## src/rtl/irq_regs_pkg.sv

```systemverilog
package irq_regs_pkg;
  localparam int unsigned OFS_STATUS  = 'h00;
  localparam int unsigned OFS_MASK    = 'h04;
  localparam int unsigned OFS_VECTOR  = 'h08;
  localparam int unsigned OFS_VERSION = 'h0C;
  localparam int unsigned OFS_CTRL    = 'h10;
  localparam int unsigned CTRL_SRST_BIT = 0;

  typedef enum logic [2:0] {
    SEL_NONE, SEL_STATUS, SEL_MASK, SEL_VECTOR, SEL_VERSION, SEL_CTRL
  } reg_sel_e;
endpackage

```

## src/rtl/irq_status_bank.sv

```systemverilog
module irq_status_bank #(
  parameter int unsigned N            = 8,
  parameter bit          CLEAR_ON_ONE = 1'b1
) (
  input  logic         clk_i,
  input  logic         rst_ni,
  input  logic         srst_i,
  input  logic [N-1:0] event_i,
  input  logic         wr_i,
  input  logic [N-1:0] wdata_i,
  output logic [N-1:0] status_o
);
  logic [N-1:0] clr_req;

  generate
    if (CLEAR_ON_ONE) begin : g_w1c
      assign clr_req = {N{wr_i}} & wdata_i;
    end else begin : g_w0c
      assign clr_req = {N{wr_i}} & ~wdata_i;
    end
  endgenerate

  for (genvar i = 0; i < N; i++) begin : g_bit
    always_ff @(posedge clk_i or negedge rst_ni) begin
      if (!rst_ni)         status_o[i] <= 1'b0;
      else if (srst_i)     status_o[i] <= 1'b0;
      else if (event_i[i]) status_o[i] <= 1'b1;   // set beats clear
      else if (clr_req[i]) status_o[i] <= 1'b0;
    end
  end


  no_sw_set_chk: assert property (@(posedge clk_i) disable iff (!rst_ni)
    ((status_o & ~$past(status_o) & ~$past(event_i)) == '0));

  set_wins_chk: assert property (@(posedge clk_i) disable iff (!rst_ni)
    !$past(srst_i) |-> ((status_o & $past(event_i)) == $past(event_i)));

  no_silent_clear_chk: assert property (@(posedge clk_i) disable iff (!rst_ni)
    (!$past(wr_i) && !$past(srst_i)) |-> ((~status_o & $past(status_o)) == '0));
endmodule

```

## src/rtl/irq_ack_unit.sv

```systemverilog
module irq_ack_unit #(
  parameter int unsigned VEC_W = 8
) (
  input  logic             clk_i,
  input  logic             rst_ni,
  input  logic             srst_i,
  input  logic             iack_i,
  input  logic [VEC_W-1:0] vector_i,
  output logic             ack_valid_o,
  output logic [VEC_W-1:0] ack_vector_o
);
  logic iack_q;

  always_ff @(posedge clk_i or negedge rst_ni) begin
    if (!rst_ni) begin
      iack_q       <= 1'b0;
      ack_valid_o  <= 1'b0;
      ack_vector_o <= '0;
    end else if (srst_i) begin
      iack_q       <= iack_i;
      ack_valid_o  <= 1'b0;
      ack_vector_o <= '0;
    end else begin
      iack_q      <= iack_i;
      ack_valid_o <= iack_i & ~iack_q;
      if (iack_i & ~iack_q) ack_vector_o <= vector_i;
    end
  end


  ack_one_cycle_chk: assert property (@(posedge clk_i) disable iff (!rst_ni)
    ack_valid_o |=> !ack_valid_o);

  ack_follows_edge_chk: assert property (@(posedge clk_i) disable iff (!rst_ni)
    ack_valid_o |-> ($past(iack_i) && !$past(srst_i)));
endmodule

```

## src/rtl/irq_soft_reset.sv

```systemverilog
module irq_soft_reset (
  input  logic clk_i,
  input  logic rst_ni,
  input  logic trig_i,
  output logic srst_o
);
  always_ff @(posedge clk_i or negedge rst_ni) begin
    if (!rst_ni) srst_o <= 1'b0;
    else         srst_o <= trig_i & ~srst_o;
  end


  srst_self_clear_chk: assert property (@(posedge clk_i) disable iff (!rst_ni)
    srst_o |=> !srst_o);
endmodule

```

## src/rtl/irq_ctrl_regs.sv

```systemverilog
module irq_ctrl_regs
  import irq_regs_pkg::*;
#(
  parameter int unsigned NUM_EVENTS   = 8,
  parameter int unsigned DATA_W       = 32,
  parameter int unsigned ADDR_W       = 5,
  parameter int unsigned VEC_W        = 8,
  parameter bit          CLEAR_ON_ONE = 1'b1,
  parameter logic [31:0] VERSION      = 32'h0001_0200,
  parameter logic [7:0]  VEC_RESET    = 8'h40
) (
  input  logic                  clk_i,
  input  logic                  rst_ni,
  input  logic [ADDR_W-1:0]     addr_i,
  input  logic                  wr_en_i,
  input  logic [DATA_W-1:0]     wr_data_i,
  output logic [DATA_W-1:0]     rd_data_o,
  input  logic [NUM_EVENTS-1:0] event_i,
  output logic                  irq_o,
  input  logic                  iack_i,
  output logic                  ack_valid_o,
  output logic [VEC_W-1:0]      ack_vector_o
);
  localparam logic [VEC_W-1:0] VEC_DEF = VEC_W'(VEC_RESET);

  reg_sel_e              sel;
  logic [NUM_EVENTS-1:0] status;
  logic [NUM_EVENTS-1:0] mask_q;
  logic [VEC_W-1:0]      vector_q;
  logic                  srst;
  logic                  srst_trig;

  always_comb begin
    unique case (32'(addr_i))
      OFS_STATUS:  sel = SEL_STATUS;
      OFS_MASK:    sel = SEL_MASK;
      OFS_VECTOR:  sel = SEL_VECTOR;
      OFS_VERSION: sel = SEL_VERSION;
      OFS_CTRL:    sel = SEL_CTRL;
      default:     sel = SEL_NONE;
    endcase
  end

  assign srst_trig = wr_en_i && (sel == SEL_CTRL) && wr_data_i[CTRL_SRST_BIT];

  irq_soft_reset u_srst (
    .clk_i  (clk_i),
    .rst_ni (rst_ni),
    .trig_i (srst_trig),
    .srst_o (srst)
  );

  irq_status_bank #(.N(NUM_EVENTS), .CLEAR_ON_ONE(CLEAR_ON_ONE)) u_status (
    .clk_i    (clk_i),
    .rst_ni   (rst_ni),
    .srst_i   (srst),
    .event_i  (event_i),
    .wr_i     (wr_en_i && (sel == SEL_STATUS)),
    .wdata_i  (wr_data_i[NUM_EVENTS-1:0]),
    .status_o (status)
  );

  always_ff @(posedge clk_i or negedge rst_ni) begin
    if (!rst_ni) begin
      mask_q   <= '0;
      vector_q <= VEC_DEF;
    end else if (srst) begin
      mask_q   <= '0;
      vector_q <= VEC_DEF;
    end else if (wr_en_i) begin
      if (sel == SEL_MASK)   mask_q   <= wr_data_i[NUM_EVENTS-1:0];
      if (sel == SEL_VECTOR) vector_q <= wr_data_i[VEC_W-1:0];
    end
  end

  assign irq_o = |(status & mask_q);

  irq_ack_unit #(.VEC_W(VEC_W)) u_ack (
    .clk_i        (clk_i),
    .rst_ni       (rst_ni),
    .srst_i       (srst),
    .iack_i       (iack_i),
    .vector_i     (vector_q),
    .ack_valid_o  (ack_valid_o),
    .ack_vector_o (ack_vector_o)
  );

  always_comb begin
    rd_data_o = '0;
    unique case (sel)
      SEL_STATUS:  rd_data_o[NUM_EVENTS-1:0] = status;
      SEL_MASK:    rd_data_o[NUM_EVENTS-1:0] = mask_q;
      SEL_VECTOR:  rd_data_o[VEC_W-1:0]      = vector_q;
      SEL_VERSION: rd_data_o                 = DATA_W'(VERSION);
      SEL_CTRL:    rd_data_o[CTRL_SRST_BIT]  = srst;
      default:     rd_data_o                 = '0;
    endcase
  end

  logic unused_wdata;
  assign unused_wdata = ^wr_data_i;


  srst_defaults_chk: assert property (@(posedge clk_i) disable iff (!rst_ni)
    $past(srst) |-> (mask_q == '0 && vector_q == VEC_DEF && status == '0));

  irq_held_chk: assert property (@(posedge clk_i) disable iff (!rst_ni)
    ($past(irq_o) && !$past(wr_en_i) && !$past(srst)) |-> irq_o);

  masked_latch_chk: assert property (@(posedge clk_i) disable iff (!rst_ni)
    ($past(event_i) != '0 && !$past(srst)) |-> (status != '0));
endmodule

```

## config.mk

```make
export PLATFORM = sky130hd
export DESIGN_NAME = irq_ctrl_regs
export DESIGN_NICKNAME = d
export VERILOG_FILES = /design/src/rtl/irq_regs_pkg.sv /design/src/rtl/irq_status_bank.sv /design/src/rtl/irq_ack_unit.sv /design/src/rtl/irq_soft_reset.sv /design/src/rtl/irq_ctrl_regs.sv
export SDC_FILE = /design/constraint.sdc
export NUM_CORES = 1
export LEC_CHECK = 0
export BUFFER_PORTS_ARGS = -buffer_cell sky130_fd_sc_hd__buf_2
export CAP_MARGIN = 20
export CORE_UTILIZATION = 50
export DETAILED_ROUTE_END_ITERATION = 10
export PLACE_DENSITY = 0.82
export SLEW_MARGIN = 0
export SYNTH_ARGS = -nofsm -noshare
export SYNTH_HDL_FRONTEND = slang
export SYNTH_SLANG_ARGS = --single-unit
```

## constraint.sdc

```tcl
create_clock -name clk_i -period 2.8 [get_ports clk_i]
set_input_delay 0.14 -clock clk_i [delete_from_list [all_inputs] [get_ports clk_i]]
set_output_delay 0.14 -clock clk_i [all_outputs]
set_load 0.01 [all_outputs]
```

==> After elaboration in Yosys (flattened, before gate mapping) <==
Cells that the tools add are included.
{ "totals": {"ff_bits": 35, "inputBits": 49, "out_inout_bits": 42, "wordCells": 85} }
{ "op_classes": {"eq_ne": 9, "mux": 37, "bitwise_logic": 6, "reduce_logical": 19} }
{ "ops": {"columns": ["cell", "count"], "rows": [
  ["8-bit two-way mux", 8],
  ["1-bit two-way mux", 25],
  ["3-bit nonzero test", 8],
  ["7-bit one-hot mux with 3 select lines", 1],
  ["8-bit bitwise AND", 2],
  ["3-bit one-hot mux with 5 select lines", 1],
  ["5-bit by 4-bit equality test with 1-bit output (second input constant)", 2],
  ["9-bit two-way mux", 1],
  ["2-bit nonzero test", 4],
  ["8-bit OR reduction", 1],
  ["3-bit by 2-bit equality test with 1-bit output (second input constant)", 2],
  ["3-bit equality test (second input constant)", 2],
  ["5-bit by 3-bit equality test with 1-bit output (second input constant)", 1],
  ["5-bit equality test (second input constant)", 1],
  ["5-bit logical NOT", 1],
  ["1-bit one-hot mux with 4 select lines", 1],
  ["2-bit AND reduction", 2],
  ["3-bit by 1-bit equality test with 1-bit output (second input constant)", 1],
  ["1-bit logical AND", 3],
  ["1-bit bitwise AND", 2],
  ["1-bit inverter", 2]
]} }

==> Depth between registers and ports, before layout <==
Gate-level depths: netlist of the first run.
{ "depth": {"ltp_word": 8, "mapped_depth": 5, "depth_no_buf": 3} }

==> Modules after synthesis <==
Synthesis of the first run repeated with hierarchy kept, for this count alone.
{ "hier_totals": {"cells_unflattened": 213, "hier_area_um2": 2094.5} }
{ "by_module_without_submodules": {"columns": ["mod", "n_inst", "cells_each", "area_each_um2", "seq_area_each_um2"], "rows": [
  ["irq_ctrl_regs", 1, 140, 1243.7, 401.6],
  ["irq_ack_unit", 1, 37, 452.9, 250.2],
  ["irq_status_bank", 1, 34, 359.1, 200.2],
  ["irq_soft_reset", 1, 2, 38.8, 25.0]
]} }

==> Worst setup path after synthesis of the first run <==
No wires, ideal clock.
{ "synth_path": {"path_type": "input to register", "start": "input port addr_i[3]", "end": "register mask_q[0]", "setup_ps": 120, "arrival_ps": 1335, "required_ps": 2680, "slack_ps": 1345, "stages": 5, "path_buffers": 2, "cell_sequence": "or4b_1 > buf_2 > or2_0 > buf_2 > a31o_1"} }
{ "synth_via": {"elab_chain_len": 5, "elab_cells_between_ends": 9, "classes_between": "5 x eq/ne; 1 x mux; 3 x reduce/logical"} }
{ "synth_rtl": {"columns": ["item", "line_no", "text"], "rows": [
  ["from (decl)", "irq_ctrl_regs.sv:14", "input logic [ADDR_W-1:0] addr_i,"],
  ["5-bit equality test (tied with other cells)", "irq_ctrl_regs.sv:34", "unique case (32'(addr_i))"],
  ["3-bit one-hot mux with 5 select lines (*)", "irq_ctrl_regs.sv:34", null],
  ["3-bit by 2-bit equality test with 1-bit output (*)", "irq_ctrl_regs.sv:71", "if (sel == SEL_MASK) mask_q <= wr_data_i[NUM_EVENTS-1:0];"],
  ["2-bit nonzero test (no source line) (*)", null, null],
  ["2-bit AND reduction (no source line) (*)", null, null],
  ["to (signal assigned)", "irq_ctrl_regs.sv:71", null],
  ["to (decl)", "irq_ctrl_regs.sv:28", "logic [NUM_EVENTS-1:0] mask_q;"]
]} }
Mark *: on every way between the ends. The rest lies on a longest branch, timed or not.
A chain may end at the register's enable or synchronous reset.

==> Worst setup path in the final report of the first run <==
{ "layout_path": {"start": "input port addr_i[4]", "end": "output port rd_data_o[1]"} }
{ "layout_via": {"elab_chain_len": 4, "elab_cells_between_ends": 10, "classes_between": "7 x eq/ne; 2 x mux; 1 x reduce/logical"} }
{ "layout_rtl": {"columns": ["item", "line_no", "text"], "rows": [
  ["5-bit equality test (tied with other cells)", "irq_ctrl_regs.sv:34", null],
  ["3-bit one-hot mux with 5 select lines (*)", "irq_ctrl_regs.sv:34", null],
  ["3-bit by 2-bit equality test with 1-bit output / 3-bit by 1-bit equality test with 1-bit output (equally long branches)", "irq_ctrl_regs.sv:90", "unique case (sel)"],
  ["7-bit one-hot mux with 3 select lines (*)", "irq_ctrl_regs.sv:90", null],
  ["to (decl)", "irq_ctrl_regs.sv:17", "output logic [DATA_W-1:0] rd_data_o,"]
]} }
Marked as above.

==> out/qor.csv, run 1 <==
metric;value;unit
slew_headroom;48.6;%
dieArea;4070;um2
place_inst;283;
crit_type;in -> out;
via_per_inst;5.36;
peakVddDrop;0.000284;V
postCtsSetupBuffers;0;
ys_warn_count;0;
port_buffers;44;
end_kind;primary output;
syn_inst;200;
ys_ff_latch;35;
via_count;1571;
syn-mean-instance-area;9.54;um2
worst_pin_slew;0.765;ns
swShare;28.6;%
drive_gt1_share;24.1;%
clock_latency;0.29;ns
grt_pass1_wl;6890;um
drc;0;
seq_area_frac_synth;46.0;%
seqPwrFrac;50.1;%
num_antenna_cells;0;
dieHeight;63.8;um
finClkSkew;0.00433;ns
min_period_over_period;65.8;%
p_leak;1.10;nW
final_hold_viol_count;0;
rsz0062_at_grt;no;
final.setup.tns;0;ns
grt_pass1_vias;1427;
clock.fmax;0.542;GHz
cts_buffer_depth;2;
clk_pin_slew;0.06;ns
core.rowCount;22;
internal_power;0.910;mW
mostFrequentLayoutCell;buf_2;
htreeDepth;2;
grt_start_max_net_pins;36;
cap_viol_max_count;0;
arrival;1.70;ns
p_per_area;579;nW/um2
cts_buffers;5;
pwr-share-clk;31.9;%
status;complete, no violations;
area_delta_synth_final;15.3;%
overflow;0;
holdWs;0.0904;ns
grt_usage;22.6;%
wl_per_cell;13.9;um
syn-cell-area;1910;um2
coreArea;3660;um2
cts_sinks;35;
final_nets;293;
setup_violations;0;
dp_hpwl;2880;um
io_pins;91;
ys_types;33;
die_w;63.8;um
maxSlewViolCount;0;
drtAntennaViolNets;0;
total_power;1.27;mW
netSwitchingPower;0.365;mW
root_buffer;clkbuf_8;
cts_tree;done;
fin_crit;1.84;ns
initial_utilization;52.1;%
firstDrtPassIters;4;
crit_required;2.66;ns
drt_iter0_drc;78;
holdCritPathClass;in -> reg;
cp-start-kind;input port;
antenna_found_initial;0;
drt_wl_total;4080;um
critPathMaxFanout;9;
cts-resized-gates;0;
comb_power_share;17.9;%
fin_cells;293;
place_congestion;0.801;
layout_common_cells;44 x buf_2, 34 x dfrtp_1, 23 x nand2_1;
path summary, 6_finish.rpt:
kind / slack [ns] / cells after the start / end / from
setup / recovery: 0.96 / 5 / rd_data_o[1] / addr_i[4]
hold / removal: 0.09 / 2 / u_srst.srst_o$_DFF_PN0_ / addr_i[2]
setup reg to reg: 1.48 / 4 / vector_q[4]$_DFFE_PN0P_ / u_srst.srst_o$_DFF_PN0_
hold reg to reg: 0.51 / 2 / u_ack.ack_vector_o[6]$_DFFE_PN0P_ / vector_q[6]$_DFFE_PN1P_
max in group asynchronous: 1.85 / 2 / u_ack.ack_vector_o[4]$_DFFE_PN0P_ / rst_ni
min in group asynchronous: 0.46 / 2 / u_status.status_o[1]$_DFFE_PN0P_ / rst_ni
layout make-up:
type | instances | area (um2)
Clock buffer | 8 | 100
Multi-Input combinational cell | 149 | 881
Inverter | 3 | 11.3
Fill cell | 357 | 1460
Tap cell | 48 | 60.1
Timing Repair Buffer | 50 | 270
Sequential cell | 35 | 877
per-layer routing:
layer,vias up,part of all wire (%),global-route usage (%)
li1,759,-,-
met1,744,43,29.7
met2,62,49,36.2
met3,6,6.1,5.89
met4,0,1.5,7.67
met5,-,0,0
Yosys cell counts:
cell type	n	area, um2
a221o_1	7	70.1
buf_4	23	173
nor3b_1	1	7.51
and3_1	7	43.8
a31o_1	7	61.3
nor4b_1	7	61.3
nor4bb_1	1	10.0
a21oi_1	9	45.0
or2_2	1	6.26
a211oi_1	1	7.51
a22oi_1	4	30.0
dfstp_2	1	26.3
nor3_1	15	75.1
inv_1	3	11.3
nor4_1	3	18.8
nand2b_1	9	56.3
o21ai_0	1	5.00
nor2b_1	1	6.26
nand2_1	23	86.3
nand4_1	1	6.26
or3_1	2	12.5
or2_0	1	6.26
conb_1	1	3.75
nor4_2	1	12.5
buf_2	3	15.0
and3b_1	1	8.76
nor2_1	12	45.0
nand3_2	1	10.0
clkbuf_1	8	30.0
mux2i_1	9	90.1
or4b_1	1	10.0
dfrtp_1	34	851
a31oi_1	1	6.26
power groups by stage:
| stage | sequential (mW) | combinational (mW) | clock [mW] |
|---|---|---|---|
| final | 0.639 | 0.229 | 0.407 |
| after global routing | 0.649 | 0.257 | 0.437 |
| after CTS | 0.638 | 0.231 | 0.413 |
| after detailed placement | 0.647 | 0.228 | 0 |
| after global placement | 0.643 | 0.220 | 0 |
| after floorplan | 0.643 | 0.153 | 0 |
kinds of logic after synthesis:
family,Yosys count,synth area share (%)
compound gates,30,11.8
buf+inv,37,12.0
flops,35,46.0
mux,9,4.72
other cells,1,0.197
simple gates,88,25.3
flip-flops by register name, indices dropped and copies added (netlist names):
register and count:
mask_q 8, u_ack.ack_vector_o 8, u_status.status_o 8, u_srst.srst_o 1
vector_q 8, u_ack.iack_q 1, u_ack.ack_valid_o 1
critical path: stages:
cell	delay (ns)
buf_2	0.14
or2_2	0.41
nor4_2	0.60
a221o_1	0.28
buf_2	0.13
repair_timing:
item,4_1_cts,5_1_grt
endpoints found under the setup margin,0,0
hold endpoints to repair,35,0
hold buffers,2,0
per-stage QoR:
stage	worst slack [ns]	area, um2	utilization [%]
finish	0.956	2200	60.1
floorplan	1.35	1990	-
detailed placement	0.972	2080	56.8
CTS	0.951	2200	60.1
global placement	0.964	2080	56.8
global route	0.858	2200	60.1
Note: power is estimated with default switching activity, not from simulation.
==> inputs of run 2 (changes only) <==
--- a/config.mk
+++ b/config.mk
@@ -7,9 +7,9 @@
 export LEC_CHECK = 0
 export BUFFER_PORTS_ARGS = -buffer_cell sky130_fd_sc_hd__buf_2
 export CAP_MARGIN = 20
-export CORE_UTILIZATION = 50
+export CORE_UTILIZATION = 46
 export DETAILED_ROUTE_END_ITERATION = 10
-export PLACE_DENSITY = 0.82
+export PLACE_DENSITY = 0.76
 export SLEW_MARGIN = 0
 export SYNTH_ARGS = -nofsm -noshare
 export SYNTH_HDL_FRONTEND = slang
==> constraint.sdc (replaced) <==
create_clock -name clk_i -period 1.75 [get_ports clk_i]
set_input_delay 0.0875 -clock clk_i [delete_from_list [all_inputs] [get_ports clk_i]]
set_output_delay 0.0875 -clock clk_i [all_outputs]
set_load 0.01 [all_outputs]
==> run 2 against run 1 <==
Net effect: sequential share of layout area down 0.43 points; critical path depth shrank 1; count of clock-buffer cells in the layout decreased by 1; critical path type is now reg -> out; total power up 57%; die area increased by 8.4%; largest power group unchanged; largest cell class unchanged.
==> out/qor.csv, run 2 (synthesis gave the netlist of run 1 again) <==
metric;value;unit;change
holdCritStartpoint;addr_i[2];;unchanged
dieHeight;66.4;um;was 63.8 um
path_buf_inv;1;;was 2
overflow;0;;unchanged
crit_required;1.66;ns;was 2.66 ns
worstReg2RegStart;u_srst.srst_o$_DFF_PN0_;;unchanged
crit_slowest_cell;dfrtp_1;;was nor4_2
cts_buffers;5;;unchanged
final_hold_viol_count;0;;unchanged
dp_hpwl;3060;um;was 2880 um
startpoint;u_srst.srst_o$_DFF_PN0_;;was addr_i[4]
setup_violations;0;;unchanged
fin_crit;1.54;ns;
peakVddDrop;0.000425;V;was 0.000284 V
drt_wl_total;4410;um;was 4080 um
final.setup.tns;0;ns;unchanged
path_cells;mux2i_1 -> or3_1 -> a211oi_1 -> buf_2;;was buf_2 -> or2_2 -> nor4_2 -> a221o_1 -> buf_2
holdCritPathClass;in -> reg;;unchanged
clk_pin_slew;0.07;ns;was 0.06 ns
worst_pin_slew;0.783;ns;was 0.765 ns
max_stage_delay;0.39;ns;was 0.60 ns
p_leak;1.12;nW;was 1.10 nW
cts_buffer_depth;2;;unchanged
cp-start-kind;register;;was input port
htreeDepth;2;;unchanged
finClkSkew;0.00833;ns;was 0.00433 ns
grt_start_max_net_pins;36;;unchanged
initial_utilization;47.7;%;was 52.1%
mostFrequentLayoutCell;buf_2;;unchanged
place_congestion;0.802;;was 0.801
layout_common_cells;44 x buf_2, 34 x dfrtp_1, 23 x nand2_1;;unchanged
grt_pass1_vias;1572;;was 1427
via_per_inst;5.24;;was 5.36
area_delta_synth_final;16.5;%;was 15.3%
antenna_found_initial;0;;unchanged
slew_headroom;47.8;%;was 48.6%
final_nets;297;;was 293
cts_sinks;35;;unchanged
drtAntennaViolNets;0;;unchanged
firstDrtPassIters;4;;unchanged
coreArea;4000;um2;was 3660 um2
via_count;1567;;was 1571
crit_type;reg -> out;;was in -> out
drc;0;;unchanged
num_antenna_cells;0;;unchanged
arrival;1.45;ns;was 1.70 ns
core.rowCount;23;;was 22
clock_latency;0.30;ns;was 0.29 ns
grt_pass1_wl;7280;um;was 6890 um
status;complete, no violations;;unchanged
port_buffers;44;;unchanged
postCtsSetupBuffers;0;;unchanged
die_w;66.4;um;was 63.8 um
setup_slack;0.211;ns;was 0.956 ns
drt_iter0_drc;101;;was 78
pre_cts_slack;0.185;ns;was 0.972 ns
root_buffer;clkbuf_8;;unchanged
maxSlewViolCount;0;;unchanged
min_period_over_period;87.9;%;
wl_per_cell;14.8;um;was 13.9 um
dieArea;4410;um2;was 4070 um2
cts_tree;done;;unchanged
end_kind;primary output;;unchanged
path_delay_family;flip-flops;;was simple AND/OR/NAND/NOR gates
critPathMaxFanout;3;;was 9
io_pins;91;;unchanged
clock.fmax;0.650;GHz;
drive_gt1_share;25.3;%;was 24.1%
grt_usage;23.1;%;was 22.6%
p_per_area;902;nW/um2;was 579 nW/um2
cap_viol_max_count;0;;unchanged
rsz0062_at_grt;no;;unchanged
## run 2: cell count changes in the layout (fill, tap and decap cells not counted)
cell / previous run / this run
clkinv_2: 0 / 1
clkbuf_8: 7 / 6
buf_4: 4 / 8
## run 2: per-layer routing
metal	vias up	share of wire (%)	track usage, %
met2	54	48	38.0
li1	763	-	-
met1	743	46	28.9
met3	7	5.3	5.86
met4	0	1.6	9.04
met5	-	0	0
## run 2: cell type report
class                      count  area (um2)
clock buffer                   7        86.3
clock inverter                 1        5.00
fill                         375        1780
inverter                       3        11.3
multi-input combinational    149         881
sequential                    35         877
tap                           50        62.6
timing repair buffer          54         300
## run 2: repair_timing
action	in CTS	in global routing
gates resized for setup	0	0
endpoints found under the hold margin	35	0
hold buffers	2	0
## run 2: report_power, final
group          internal [mW]  leakage, nW  switching (mW)
registers              0.934        0.399          0.0938
clock network          0.317       0.0482           0.287
logic                  0.167        0.675           0.207
total                   1.42         1.12           0.588
## run 2: metrics by stage
step           power [mW]  instance area, um2  instances  utilization, %  hold WS [ns]
2_1_floorplan        1.27                1990        221               -        -0.208
3_3_place_gp         1.39                2110        289            52.8         0.201
3_5_place_dp         1.41                2110        289            52.8         0.212
4_1_cts              2.02                2220        299            55.6       0.00813
5_1_grt              2.12                2220        299            55.6        0.0284
6_report             2.01                2220        299            55.6        0.0128
## run 2: worst paths after layout
path | cells after the start | slack, ns | endpoint
worst min-delay path | 2 | 0.01 | u_srst.srst_o$_DFF_PN0_
worst min register to register | 2 | 0.52 | u_ack.ack_vector_o[3]$_DFFE_PN0P_
min in group asynchronous | 2 | 0.41 | u_status.status_o[3]$_DFFE_PN0P_
worst max register to register | 4 | 0.44 | vector_q[3]$_DFFE_PN0P_
worst max-delay path | 4 | 0.21 | rd_data_o[0]
max in group asynchronous | 2 | 0.83 | vector_q[2]$_DFFE_PN0P_
==> inputs of run 3 (changes only) <==
--- a/config.mk
+++ b/config.mk
@@ -7,10 +7,12 @@
 export LEC_CHECK = 0
 export BUFFER_PORTS_ARGS = -buffer_cell sky130_fd_sc_hd__buf_2
 export CAP_MARGIN = 20
-export CORE_UTILIZATION = 46
+export CORE_UTILIZATION = 48
 export DETAILED_ROUTE_END_ITERATION = 10
-export PLACE_DENSITY = 0.76
+export PLACE_DENSITY = 0.78
+export SETUP_SLACK_MARGIN = 0.3
 export SLEW_MARGIN = 0
 export SYNTH_ARGS = -nofsm -noshare
 export SYNTH_HDL_FRONTEND = slang
+export SYNTH_HIERARCHICAL = 1
 export SYNTH_SLANG_ARGS = --single-unit
==> run 3 against run 2 <==
Net effect: clock skew shrank 0.0064 ns; count of clock-buffer cells in the layout grew 1; largest power group unchanged; first-iteration DRC count shrank 2.0%; sequential share of layout area shrank 3.1 points; largest cell class unchanged; sequential power is essentially flat; die area grew 5.0%; total power grew 6.6%; worst hold slack lost 0.0055 ns; core utilization grew 3.5 points; setup slack gained 0.068 ns; final area grew 8.6%; non-clock buffer count is the same.
==> out/qor.csv, run 3 <==
metric;value;unit;change
status;complete, no violations;;unchanged
p_per_area;885;nW/um2;was 902 nW/um2
fin_crit;1.47;ns;was 1.54 ns
core.rowCount;23;;unchanged
syn-mean-instance-area;9.83;um2;was 9.54 um2
area_delta_synth_final;15.3;%;was 16.5%
setup_slack;0.279;ns;was 0.211 ns
htreeDepth;2;;unchanged
critPathMaxFanout;2;;was 3
rsz0062_at_grt;yes;;was no
drc;0;;unchanged
path_cells;mux2_4 -> a221oi_2 -> a2111oi_1 -> buf_2;;was mux2i_1 -> or3_1 -> a211oi_1 -> buf_2
final_nets;311;;was 297
cts_sinks;35;;unchanged
crit_required;1.66;ns;about the same
num_antenna_cells;0;;unchanged
dieArea;4630;um2;was 4410 um2
clk_pin_slew;0.07;ns;about the same
die_w;68.1;um;was 66.4 um
pre_cts_slack;0.329;ns;was 0.185 ns
finClkSkew;0.00195;ns;was 0.00833 ns
wl_met3;252;um;was 232 um
via_count;1619;;was 1567
final.setup.tns;0;ns;unchanged
drt_wl_total;4360;um;was 4410 um
antenna_found_initial;0;;unchanged
ys_warn_count;6;;was 0
syn_inst;213;;was 200
wl_per_cell;13.9;um;was 14.8 um
synth_top_area_share;40.6;%;was 44.6%
worst_pin_slew;0.790;ns;was 0.783 ns
cts_buffers;5;;unchanged
max_stage_delay;0.39;ns;about the same
peakVddDrop;0.000473;V;was 0.000425 V
via_per_inst;5.17;;was 5.24
holdCritPathClass;in -> reg;;unchanged
final_hold_viol_count;0;;unchanged
place_congestion;0.834;;was 0.802
crit_slowest_cell;dfrtp_1;;unchanged
synthFlopType;dfrtp_1;;unchanged
grt_pass1_wl;6960;um;was 7280 um
maxSlewViolCount;0;;unchanged
cap_viol_max_count;0;;unchanged
ys_top_cells_by_count;34 x dfrtp_1, 31 x nand2b_1, 23 x buf_4;;was 34 x dfrtp_1, 23 x buf_4, 23 x nand2_1
nFillCells;359;;was 375
cts_buffer_depth;2;;unchanged
port_buffers;44;;unchanged
grt_pass1_vias;1480;;was 1572
dp_hpwl;3130;um;was 3060 um
overflow;0;;unchanged
arrival;1.38;ns;was 1.45 ns
top_layer;met4;;unchanged
cts_tree;done;;unchanged
clock_latency;0.29;ns;was 0.30 ns
wl_met1;1970;um;was 2010 um
syn-cell-area;2090;um2;was 1910 um2
p_leak;1.17;nW;was 1.12 nW
ys_async_sr_fraction;100;%;unchanged
dieHeight;68.1;um;was 66.4 um
grt_start_max_net_pins;39;;was 36
slew_headroom;47.3;%;was 47.8%
clock.fmax;0.680;GHz;was 0.650 GHz
synth_area_leaders;dfrtp_1 41%, nand2b_1 9.3%, buf_4 8.2%;;was dfrtp_1 45%, buf_4 9.0%, mux2i_1 4.7%
coreArea;4090;um2;was 4000 um2
crit_type;reg -> out;;unchanged
yosysMostFrequentCell;dfrtp_1;;unchanged
drive_gt1_share;28.1;%;was 25.3%
layout_common_cells;44 x buf_2, 34 x dfrtp_1, 31 x nand2b_1;;was 44 x buf_2, 34 x dfrtp_1, 23 x nand2_1
seq_area_frac_synth;41.9;%;was 46.0%
io_pins;91;;unchanged
utilization;59.1;%;was 55.6%
ys_types;33;;unchanged
initial_utilization;51.3;%;was 47.7%
min_period_over_period;84.0;%;was 87.9%
drtAntennaViolNets;0;;unchanged
ys_ff_latch;35;;unchanged
grt_usage;20.9;%;was 23.1%
drt_iter0_drc;99;;was 101
firstDrtPassIters;5;;was 4
synth-edff-count;0;;unchanged
mostFrequentLayoutCell;buf_2;;unchanged
synth_largest_area_cell;dfrtp_1;;unchanged
holdWs;0.00733;ns;was 0.0128 ns
root_buffer;clkbuf_8;;unchanged
end_kind;primary output;;unchanged
wl_met2;2120;um;was 2100 um
cp-start-kind;register;;unchanged
setup_violations;0;;unchanged
-- run 3: cell count changes in the layout (fill, tap and decap cells not counted), sizes merged, moves of 6 or more --
cell / delta
a311oi: +8
a31o: -7
a221o: -7
nor3: -13
mux2i: +7
nor4b: -7
nand4bb: +8
mux2: +8
nand2b: +22
o21ai: +7
inv: +6
-- run 3: worst max-delay path: cells and delay by family (launching register included) --
family | cells | cell delay (ns)
muxes | 1 | 0.29
buffers and inverters | 1 | 0.14
AOI/OAI and AO/OA | 2 | 0.28
DFF | 1 | 0.39
-- run 3: repair_timing --
| action | 4_1_cts | 5_1_grt |
|---|---|---|
| buffers inserted | 2 | 0 |
| resized for setup | 2 | 2 |
| endpoints found under the hold margin | 35 | 0 |
| setup endpoints to repair | 1 | 2 |
| cloned | 0 | 0 |
| pin swaps | 1 | 0 |
| hold buffers | 2 | 0 |
-- run 3: final cells by class --
class                   instances  area (um2)  share of cell area, %
clock buffers                   8         100                   4.15
inverters                       9        33.8                   1.40
multi-input cells             157        1040                   43.1
flip-flops and latches         35         877                   36.3
well taps                      50        62.6                   2.59
repair buffers                 54         300                   12.4
-- run 3: per-stage QoR --
step | area [um2] | total power [mW] | cells
after floorplan | 2170 | 1.35 | 234
after detailed placement | 2260 | 1.48 | 301
after CTS | 2410 | 2.15 | 313
after global routing | 2410 | 2.26 | 313
after global placement | 2260 | 1.46 | 301
final | 2410 | 2.14 | 313
-- run 3: power breakdown --
group | leakage [nW] | switching [mW] | total [mW] | internal [mW]
Sequential | 0.384 | 0.0996 | 1.05 | 0.949
Clock | 0.0515 | 0.286 | 0.645 | 0.359
Combinational | 0.737 | 0.234 | 0.443 | 0.208
Total | 1.17 | 0.620 | 2.14 | 1.52
-- run 3: path summary, 6_finish.rpt --
path | start | to | slack (ns) | cells past startpoint
max | u_status/status_o[0]$_DFFE_PN0P_ | rd_data_o[0] | 0.28 | 4
min | wr_data_i[4] | u_status/status_o[4]$_DFFE_PN0P_ | 0.007 | 2
max reg2reg | u_srst/srst_o$_DFF_PN0_ | mask_q[5]$_DFFE_PN0P_ | 0.67 | 3
min reg2reg | u_ack/ack_vector_o[1]$_DFFE_PN0P_ | u_ack/ack_vector_o[1]$_DFFE_PN0P_ | 0.53 | 2
max in group asynchronous | rst_ni | u_ack/ack_vector_o[2]$_DFFE_PN0P_ | 0.83 | 2
min in group asynchronous | rst_ni | u_ack/ack_vector_o[1]$_DFFE_PN0P_ | 0.41 | 2
-- run 3: logic make-up (layout without fill, tap and decap cells) --
kind of cell / after synthesis / after routing / synth area share [%]
other: 1 / 22 / 0.179
buffers and inverters: 42 / 71 / 13.0
flip-flops: 35 / 35 / 41.9
AO/OA/AOI/OAI: 29 / 29 / 9.80
multiplexers: 24 / 24 / 11.9
AND/OR/NAND/NOR: 82 / 82 / 23.2
-- run 3: layer usage --
layer,vias up,track usage (%)
met5,-,0
met4,0,4.69
met3,4,6.17
met2,54,34.1
met1,773,27.0
li1,788,-
